### config.mk
export PLATFORM = sky130hd
export DESIGN_NAME = uart_irq_ident
export DESIGN_NICKNAME = d
export VERILOG_FILES = /design/src/rtl/uart_irq_pkg.sv /design/src/rtl/uart_irq_ctrl.sv /design/src/rtl/uart_irq_datapath.sv /design/src/rtl/uart_irq_ident.sv
export SDC_FILE = /design/constraint.sdc
export NUM_CORES = 1
export LEC_CHECK = 0
export BUFFER_PORTS_ARGS = -buffer_cell sky130_fd_sc_hd__buf_2
export CELL_PAD_IN_SITES_DETAIL_PLACEMENT = 0
export CELL_PAD_IN_SITES_GLOBAL_PLACEMENT = 2
export CORE_ASPECT_RATIO = 1.1
export CORE_MARGIN = 2
export CORE_UTILIZATION = 17
export DETAILED_ROUTE_END_ITERATION = 12
export GPL_TIMING_DRIVEN = 0
export PLACE_DENSITY = 0.75
export SLEW_MARGIN = 0
export SYNTH_ARGS = -nofsm -noshare
export SYNTH_HDL_FRONTEND = slang
export SYNTH_SLANG_ARGS = --single-unit
### constraint.sdc
create_clock -name clk -period 0.85 [get_ports clk]
set_clock_uncertainty 0.1 [all_clocks]
set_input_delay 0.0425 -clock clk [delete_from_list [all_inputs] [get_ports clk]]
set_output_delay 0.0425 -clock clk [all_outputs]
set_load 0.01 [all_outputs]
### src/rtl/uart_irq_pkg.sv
package uart_irq_pkg;

  // enable register field positions (behavioural: software writes these)
  localparam int ENW         = 10;
  localparam int EN_RX       = 0;
  localparam int EN_THRE     = 1;
  localparam int EN_LS       = 2;
  localparam int EN_MS       = 3;
  localparam int EN_CTSAUTO  = 7;
  localparam int EN_ABEND    = 8;
  localparam int EN_ABTO     = 9;

  // identification word layout
  localparam int IDW         = 10;
  localparam int CODEW       = 3;
  localparam int PADW        = IDW - CODEW - 3;

  // prioritised sources, index 0 is highest priority
  localparam int NSRC        = 5;
  localparam int SRC_LS      = 0;
  localparam int SRC_RX      = 1;
  localparam int SRC_CTO     = 2;
  localparam int SRC_THRE    = 3;
  localparam int SRC_MS      = 4;

  localparam logic [CODEW-1:0] CODE_LS   = 3'b011;
  localparam logic [CODEW-1:0] CODE_RX   = 3'b010;
  localparam logic [CODEW-1:0] CODE_CTO  = 3'b110;
  localparam logic [CODEW-1:0] CODE_THRE = 3'b001;
  localparam logic [CODEW-1:0] CODE_MS   = 3'b000;

  function automatic logic [CODEW-1:0] srcCode(input int idx);
    case (idx)
      SRC_LS:   return CODE_LS;
      SRC_RX:   return CODE_RX;
      SRC_CTO:  return CODE_CTO;
      SRC_THRE: return CODE_THRE;
      default:  return CODE_MS;
    endcase
  endfunction

  typedef struct packed {
    logic snapLoad;
    logic clrThre;
    logic clrMs;
    logic clrAbEnd;
    logic clrAbTo;
  } strobeT;

endpackage

### src/rtl/uart_irq_ctrl.sv
module uart_irq_ctrl
  import uart_irq_pkg::*;
(
  input  logic             clk,
  input  logic             rstN,
  input  logic             idRead,
  input  logic             msrRead,
  input  logic [1:0]       abClear,
  input  logic [CODEW-1:0] snapCode,
  input  logic             snapNone,
  output strobeT           strb
);

  logic reportingThre;

  assign reportingThre = !snapNone && (snapCode == CODE_THRE);

  always_comb begin
    strb          = '0;
    strb.snapLoad = !idRead;
    strb.clrThre  = idRead && reportingThre;
    strb.clrMs    = msrRead;
    strb.clrAbEnd = abClear[0];
    strb.clrAbTo  = abClear[1];
  end

  // the reported word holds across a read edge
  assert_freeze_R9: assert property (@(posedge clk) disable iff (!rstN)
    idRead |=> $stable({snapCode, snapNone}));

  // an idle word carries the all-zero code
  assert_idle_code_R2: assert property (@(posedge clk) disable iff (!rstN)
    snapNone |-> (snapCode == CODE_MS));

endmodule

### src/rtl/uart_irq_datapath.sv
module uart_irq_datapath
  import uart_irq_pkg::*;
#(
  parameter int BUSW = 32
)(
  input  logic             clk,
  input  logic             rstN,
  input  logic             enWrite,
  input  logic [BUSW-1:0]  enWriteData,
  output logic [BUSW-1:0]  enableOut,
  input  logic             lineStatus,
  input  logic             rxAvail,
  input  logic             charTimeout,
  input  logic             evTxEmpty,
  input  logic             evCtsChange,
  input  logic             evAbEnd,
  input  logic             evAbTimeout,
  input  logic             autoCtsMode,
  input  strobeT           strb,
  output logic [IDW-1:0]   idWord,
  output logic             irqOut,
  output logic [CODEW-1:0] snapCode,
  output logic             snapNone
);

  localparam int RSVW = BUSW - ENW;
  localparam logic [IDW-1:0] ID_RESET = {{(IDW-1){1'b0}}, 1'b1};

  logic [ENW-1:0]   ierQ;
  logic             threPend, msPend, abEndSt, abToSt;
  logic             ctsGate;
  logic [NSRC-1:0]  srcReq;
  logic [CODEW-1:0] liveCode;
  logic             liveAny;
  logic             abIrq;
  logic [IDW-1:0]   liveWord, snapQ;
  logic             irqQ;

  // enable register: only the implemented bits are stored
  always_ff @(posedge clk) begin
    if (!rstN)        ierQ <= '0;
    else if (enWrite) ierQ <= enWriteData[ENW-1:0];
  end

  assign enableOut = {{RSVW{1'b0}}, ierQ};

  // CTS qualification depends on the auto-CTS mode
  assign ctsGate = ierQ[EN_MS] && (!autoCtsMode || ierQ[EN_CTSAUTO]);

  // latched event sources; a new event wins over a clear in the same cycle
  always_ff @(posedge clk) begin
    if (!rstN) begin
      threPend <= 1'b0;
      msPend   <= 1'b0;
      abEndSt  <= 1'b0;
      abToSt   <= 1'b0;
    end else begin
      threPend <= (evTxEmpty   && ierQ[EN_THRE])  || (threPend && !strb.clrThre);
      msPend   <= (evCtsChange && ctsGate)        || (msPend   && !strb.clrMs);
      abEndSt  <= (evAbEnd     && ierQ[EN_ABEND]) || (abEndSt  && !strb.clrAbEnd);
      abToSt   <= (evAbTimeout && ierQ[EN_ABTO])  || (abToSt   && !strb.clrAbTo);
    end
  end

  // masked request vector in priority order
  always_comb begin
    srcReq           = '0;
    srcReq[SRC_LS]   = lineStatus  && ierQ[EN_LS];
    srcReq[SRC_RX]   = rxAvail     && ierQ[EN_RX];
    srcReq[SRC_CTO]  = charTimeout && ierQ[EN_RX];
    srcReq[SRC_THRE] = threPend    && ierQ[EN_THRE];
    srcReq[SRC_MS]   = msPend      && ierQ[EN_MS];
  end

  // fixed-priority pick: the lowest index that requests wins
  always_comb begin
    liveCode = CODE_MS;
    for (int i = NSRC - 1; i >= 0; i--) begin
      if (srcReq[i]) liveCode = srcCode(i);
    end
  end

  assign liveAny  = |srcReq;
  assign abIrq    = (abEndSt && ierQ[EN_ABEND]) || (abToSt && ierQ[EN_ABTO]);
  assign liveWord = {abToSt, abEndSt, {PADW{1'b0}}, liveCode, !liveAny};

  // snapshot presented to the bus, frozen while a read is in progress
  always_ff @(posedge clk) begin
    if (!rstN)              snapQ <= ID_RESET;
    else if (strb.snapLoad) snapQ <= liveWord;
  end

  // registered interrupt line
  always_ff @(posedge clk) begin
    if (!rstN) irqQ <= 1'b0;
    else       irqQ <= liveAny || abIrq;
  end

  assign idWord   = snapQ;
  assign irqOut   = irqQ;
  assign snapCode = snapQ[CODEW:1];
  assign snapNone = snapQ[0];

  // an acknowledged transmit-empty request drops unless re-raised
  assert_thre_clear_R10: assert property (@(posedge clk) disable iff (!rstN)
    (strb.clrThre && !evTxEmpty) |=> !threPend);

  // modem-status request drops on its read strobe
  assert_ms_clear_R10: assert property (@(posedge clk) disable iff (!rstN)
    (strb.clrMs && !evCtsChange) |=> !msPend);

  // in auto-CTS mode without enable bit 7 a CTS edge cannot raise a request
  assert_autocts_gate_R6: assert property (@(posedge clk) disable iff (!rstN)
    (evCtsChange && autoCtsMode && !ierQ[EN_CTSAUTO] && !msPend) |=> !msPend);

  // an enabled auto-baud flag drives the interrupt line next cycle
  assert_ab_irq_R11: assert property (@(posedge clk) disable iff (!rstN)
    (abEndSt && ierQ[EN_ABEND]) |=> irqOut);

  // a cleared auto-baud flag stays clear without a new event
  assert_ab_clear_R7: assert property (@(posedge clk) disable iff (!rstN)
    (strb.clrAbEnd && !evAbEnd) |=> !abEndSt);

endmodule

### src/rtl/uart_irq_ident.sv
module uart_irq_ident
  import uart_irq_pkg::*;
#(
  parameter int BUSW = 32
)(
  input  logic            clk,
  input  logic            rstN,
  input  logic            enWrite,
  input  logic [BUSW-1:0] enWriteData,
  output logic [BUSW-1:0] enableOut,
  input  logic            lineStatus,
  input  logic            rxAvail,
  input  logic            charTimeout,
  input  logic            evTxEmpty,
  input  logic            evCtsChange,
  input  logic            evAbEnd,
  input  logic            evAbTimeout,
  input  logic            autoCtsMode,
  input  logic            idRead,
  input  logic            msrRead,
  input  logic [1:0]      abClear,
  output logic [IDW-1:0]  idWord,
  output logic            irqOut
);

  strobeT           strb;
  logic [CODEW-1:0] snapCode;
  logic             snapNone;

  uart_irq_ctrl uCtrl (
    .clk      (clk),
    .rstN     (rstN),
    .idRead   (idRead),
    .msrRead  (msrRead),
    .abClear  (abClear),
    .snapCode (snapCode),
    .snapNone (snapNone),
    .strb     (strb)
  );

  uart_irq_datapath #(.BUSW(BUSW)) uData (
    .clk         (clk),
    .rstN        (rstN),
    .enWrite     (enWrite),
    .enWriteData (enWriteData),
    .enableOut   (enableOut),
    .lineStatus  (lineStatus),
    .rxAvail     (rxAvail),
    .charTimeout (charTimeout),
    .evTxEmpty   (evTxEmpty),
    .evCtsChange (evCtsChange),
    .evAbEnd     (evAbEnd),
    .evAbTimeout (evAbTimeout),
    .autoCtsMode (autoCtsMode),
    .strb        (strb),
    .idWord      (idWord),
    .irqOut      (irqOut),
    .snapCode    (snapCode),
    .snapNone    (snapNone)
  );

endmodule

==> results.toml <==
[sta]
report.final.setup_viol = 18
final_min_period_over_clock_period = 1.22
fmaxAchievable_mhz = 964
final.hold.worst_slack_ns = -0.0838
fin_tns_setup_ns = -1.29
rsz0062_at_grt = "true"
hold_viol = 6
post-route-worst-setup-slack_ns = -0.188
timing.final.max_slew_violations = 0
period_needed_ns = 1.04

[detailed_routing]
route.vias.total = 908
route.detailed.drc = 0
final_antenna_net_count = 0
avgViaCountPerCell = 3.35
drtPass1Iterations = 4
average_wire_length_per_cell_after_detail_routing_um = 9.74
detailedRoute.firstIterationViolations = 49
routed_wirelength_um = 2640

[worst_setup_path]
worstSetupEndpointType = "flop"
cell_with_the_biggest_individual_delay_on_the_critical_path = "sky130_fd_sc_hd__dfxtp_4"
path_cells = "a222oi_1, a31oi_1"
cp_data_arrival_time_ns = 1.08
timing_worst_setup_path_type = "reg2reg"
worstPathMaxFanout = 3
number_of_cell_instances_on_the_worst_register_to_register_path = 2
required_arrival_time_at_the_worst_endpoint_ns = 0.89
critical_path_launch_point_type = "flop"
crit_path_max_incr_delay_ns = 0.36

[yosys]
synth_cells = 108
syn-mean-instance-area_sq_um = 9.41
yosysWarningCount = 0
synth-compound-area-share = 0.0961
yosys.area_share.simple = 0.134
postSynthRegisterBits = 21
yosys.area_share.xor_xnor = 0
main_combinational_cell_family_by_area_after_synthesis = "buffers and inverters"
muxShareOfSynthArea = 0.118
netlist-cell-type-count = 24
syn_area_sq_um = 1020
seq_area_frac_synth = 0.414
yosys.area_share.adder = 0

[cts]
clk-insertion-delay-late_ns = 0.26
clock_tree.htree_level_count = 1
cts_hold_buf = 17
cts_tree = "built"
cts-buffers-inserted = 3
tritoncts_sink_count = 21
cts-root-to-sink-buffers = 2
cts_root_buffer = "sky130_fd_sc_hd__clkbuf_8"
cts.reportedPaths.clkPinSlew_ns = 0.08

[die]
effective_utilization_at_floorplan = 0.176
ioPinCount = 90
floorplan.die.width_um = 77.7
std_cell_rows = 29
die_height_um = 85.1
die_area_sq_um = 6610
fp.coreArea_sq_um = 5770

[placement]
port_buffers = 39
place_hpwl_um = 1930
routability_congestion_estimate_from_global_placement = 0.684
placed_cell_area_sq_um = 1430

[final_layout]
final_standard_cell_utilization_of_the_core = 0.320
layout-drive-gt1-share = 0.536
layout-area-overhead-vs-synth_pct = 81.8
num_antenna_cells = 0
mostFrequentLayoutCell = "sky130_fd_sc_hd__buf_4"
design.final.nets = 242
finalInstanceArea_sq_um = 1850
num-fill-cells = 627
most-common-layout-cells = "sky130_fd_sc_hd__buf_4, sky130_fd_sc_hd__conb_1, sky130_fd_sc_hd__buf_6, sky130_fd_sc_hd__buf_2, sky130_fd_sc_hd__dlygate4sd3_1"

[global_routing]
global_route.usage.total = 0.0795
grt-ovfl-total = 0
grt_pass1_vias = 885
antenna_found_initial = 0
global_route_wire_length_before_repair_um = 4190
largest_net_degree_at_the_start_of_global_routing = 13

[power_and_ir_drop]
pwr_density_cell_nw_per_um2 = 1250
power_leakage_nw = 0.904
finalPower_w = 0.00230
irDropWorstVdd_uv = 507

[min_path]
worstHoldPathCells = 2
min_path_type = "in2reg"

[run_status]
outcome = "complete, but fails checks"
failed_checks = "hold timing, setup timing"

[run]
total_of_max_cap_violations = 0
==> path summary, 6_finish.rpt <==
check | slack [ns] | to | start
worst max-delay path | -0.19 | uData.irqOut$_SDFF_PN0_ | uData.ierQ[8]$_SDFFE_PN0P_
worst min-delay path | -0.08 | uData.idWord[1]$_SDFFE_PN0N_ | idRead
worst max register to register | -0.19 | uData.irqOut$_SDFF_PN0_ | uData.ierQ[8]$_SDFFE_PN0P_
worst min register to register | 0.39 | uData.abEndSt$_SDFF_PN0_ | uData.abEndSt$_SDFF_PN0_
==> flip-flops by register name, summed over array words and instances (netlist names) <==
signal          flops
uData.msPend        1
uData.abToSt        1
uData.abEndSt       1
uData.idWord        6
uData.irqOut        1
uData.ierQ         10
uData.threPend      1
==> power breakdown <==
part / internal, W / switching [W] / total (W)
Combinational: 0.000335 / 0.000224 / 0.000559
Clock: 0.000326 / 0.000333 / 0.000660
Sequential: 0.00103 / 0.0000521 / 0.00108
==> final cells by class <==
| class | instances | area (sq um) | share of cell area |
|---|---|---|---|
| timing repair buffer | 57 | 503 | 0.272 |
| sequential | 21 | 459 | 0.249 |
| inverter | 3 | 11.3 | 0.00610 |
| buffer | 30 | 230 | 0.125 |
| tap | 77 | 96.3 | 0.0522 |
| clock inverter | 1 | 5.00 | 0.00271 |
| multi-input combinational | 79 | 500 | 0.271 |
| clock buffer | 3 | 41.3 | 0.0224 |
==> cells in the mapped netlist <==
cell type                  count  area, sq um
sky130_fd_sc_hd__nor2_1       13         48.8
sky130_fd_sc_hd__nand2_1       6         22.5
sky130_fd_sc_hd__inv_1         2         7.51
sky130_fd_sc_hd__inv_2         1         3.75
sky130_fd_sc_hd__o21ai_1       1         5.00
sky130_fd_sc_hd__nand3_2       1         10.0
sky130_fd_sc_hd__a222oi_1      1         10.0
sky130_fd_sc_hd__nand3_1       3         15.0
sky130_fd_sc_hd__a221oi_2      1         15.0
sky130_fd_sc_hd__a31oi_1       1         6.26
sky130_fd_sc_hd__buf_6         1         11.3
sky130_fd_sc_hd__dfxtp_1      21          420
sky130_fd_sc_hd__a21oi_1       4         20.0
sky130_fd_sc_hd__a32oi_1       1         8.76
sky130_fd_sc_hd__mux2i_1      12          120
sky130_fd_sc_hd__nand2b_1      4         25.0
sky130_fd_sc_hd__nor4_1        1         6.26
sky130_fd_sc_hd__a22oi_1       1         7.51
sky130_fd_sc_hd__nand4b_1      1         8.76
sky130_fd_sc_hd__a21oi_4       1         16.3
sky130_fd_sc_hd__buf_4        28          210
sky130_fd_sc_hd__buf_2         1         5.00
sky130_fd_sc_hd__o21ai_2       1         8.76
sky130_fd_sc_hd__conb_1        1         3.75
==> per-layer routing <==
layer | track usage | up-vias | share of wire
met5 | 0 | - | 0
met3 | 0.0266 | 2 | 0.078
met2 | 0.123 | 39 | 0.47
met1 | 0.104 | 386 | 0.44
li1 | - | 481 | -
met4 | 0.0260 | 0 | 0.0049
==> critical path, delay by kind of cell (launching register included) <==
family             cells  cell delay, ns
DFF                    1            0.36
AOI/OAI and AO/OA      2            0.47
==> cell families (layout without fill, tap and decap cells) <==
group / after synthesis / in the layout
muxes: 12 / 12
and+or+nand+nor: 29 / 29
buffers and inverters: 33 / 94
other: 1 / 26
AOI/OAI and AO/OA: 12 / 12
DFF: 21 / 21
==> through the flow <==
stage,setup slack (ns),hold slack (ns),cells
2_1_floorplan,-0.117,0.0143,133
3_3_place_gp,-0.210,0.175,249
3_5_place_dp,-0.212,0.180,249
4_1_cts,-0.201,-0.102,274
5_1_grt,-0.269,-0.0794,271
6_report,-0.188,-0.0838,271
==> repair_timing <==
action | 4_1_cts | 5_1_grt
pin swaps | 8 | 6
cloned | 0 | 0
endpoints found under the setup margin | 24 | 31
gates resized for setup | 37 | 9
buffers inserted | 4 | 1
hold endpoints to repair | 20 | 4
Note: power is estimated with default switching activity, not from simulation.
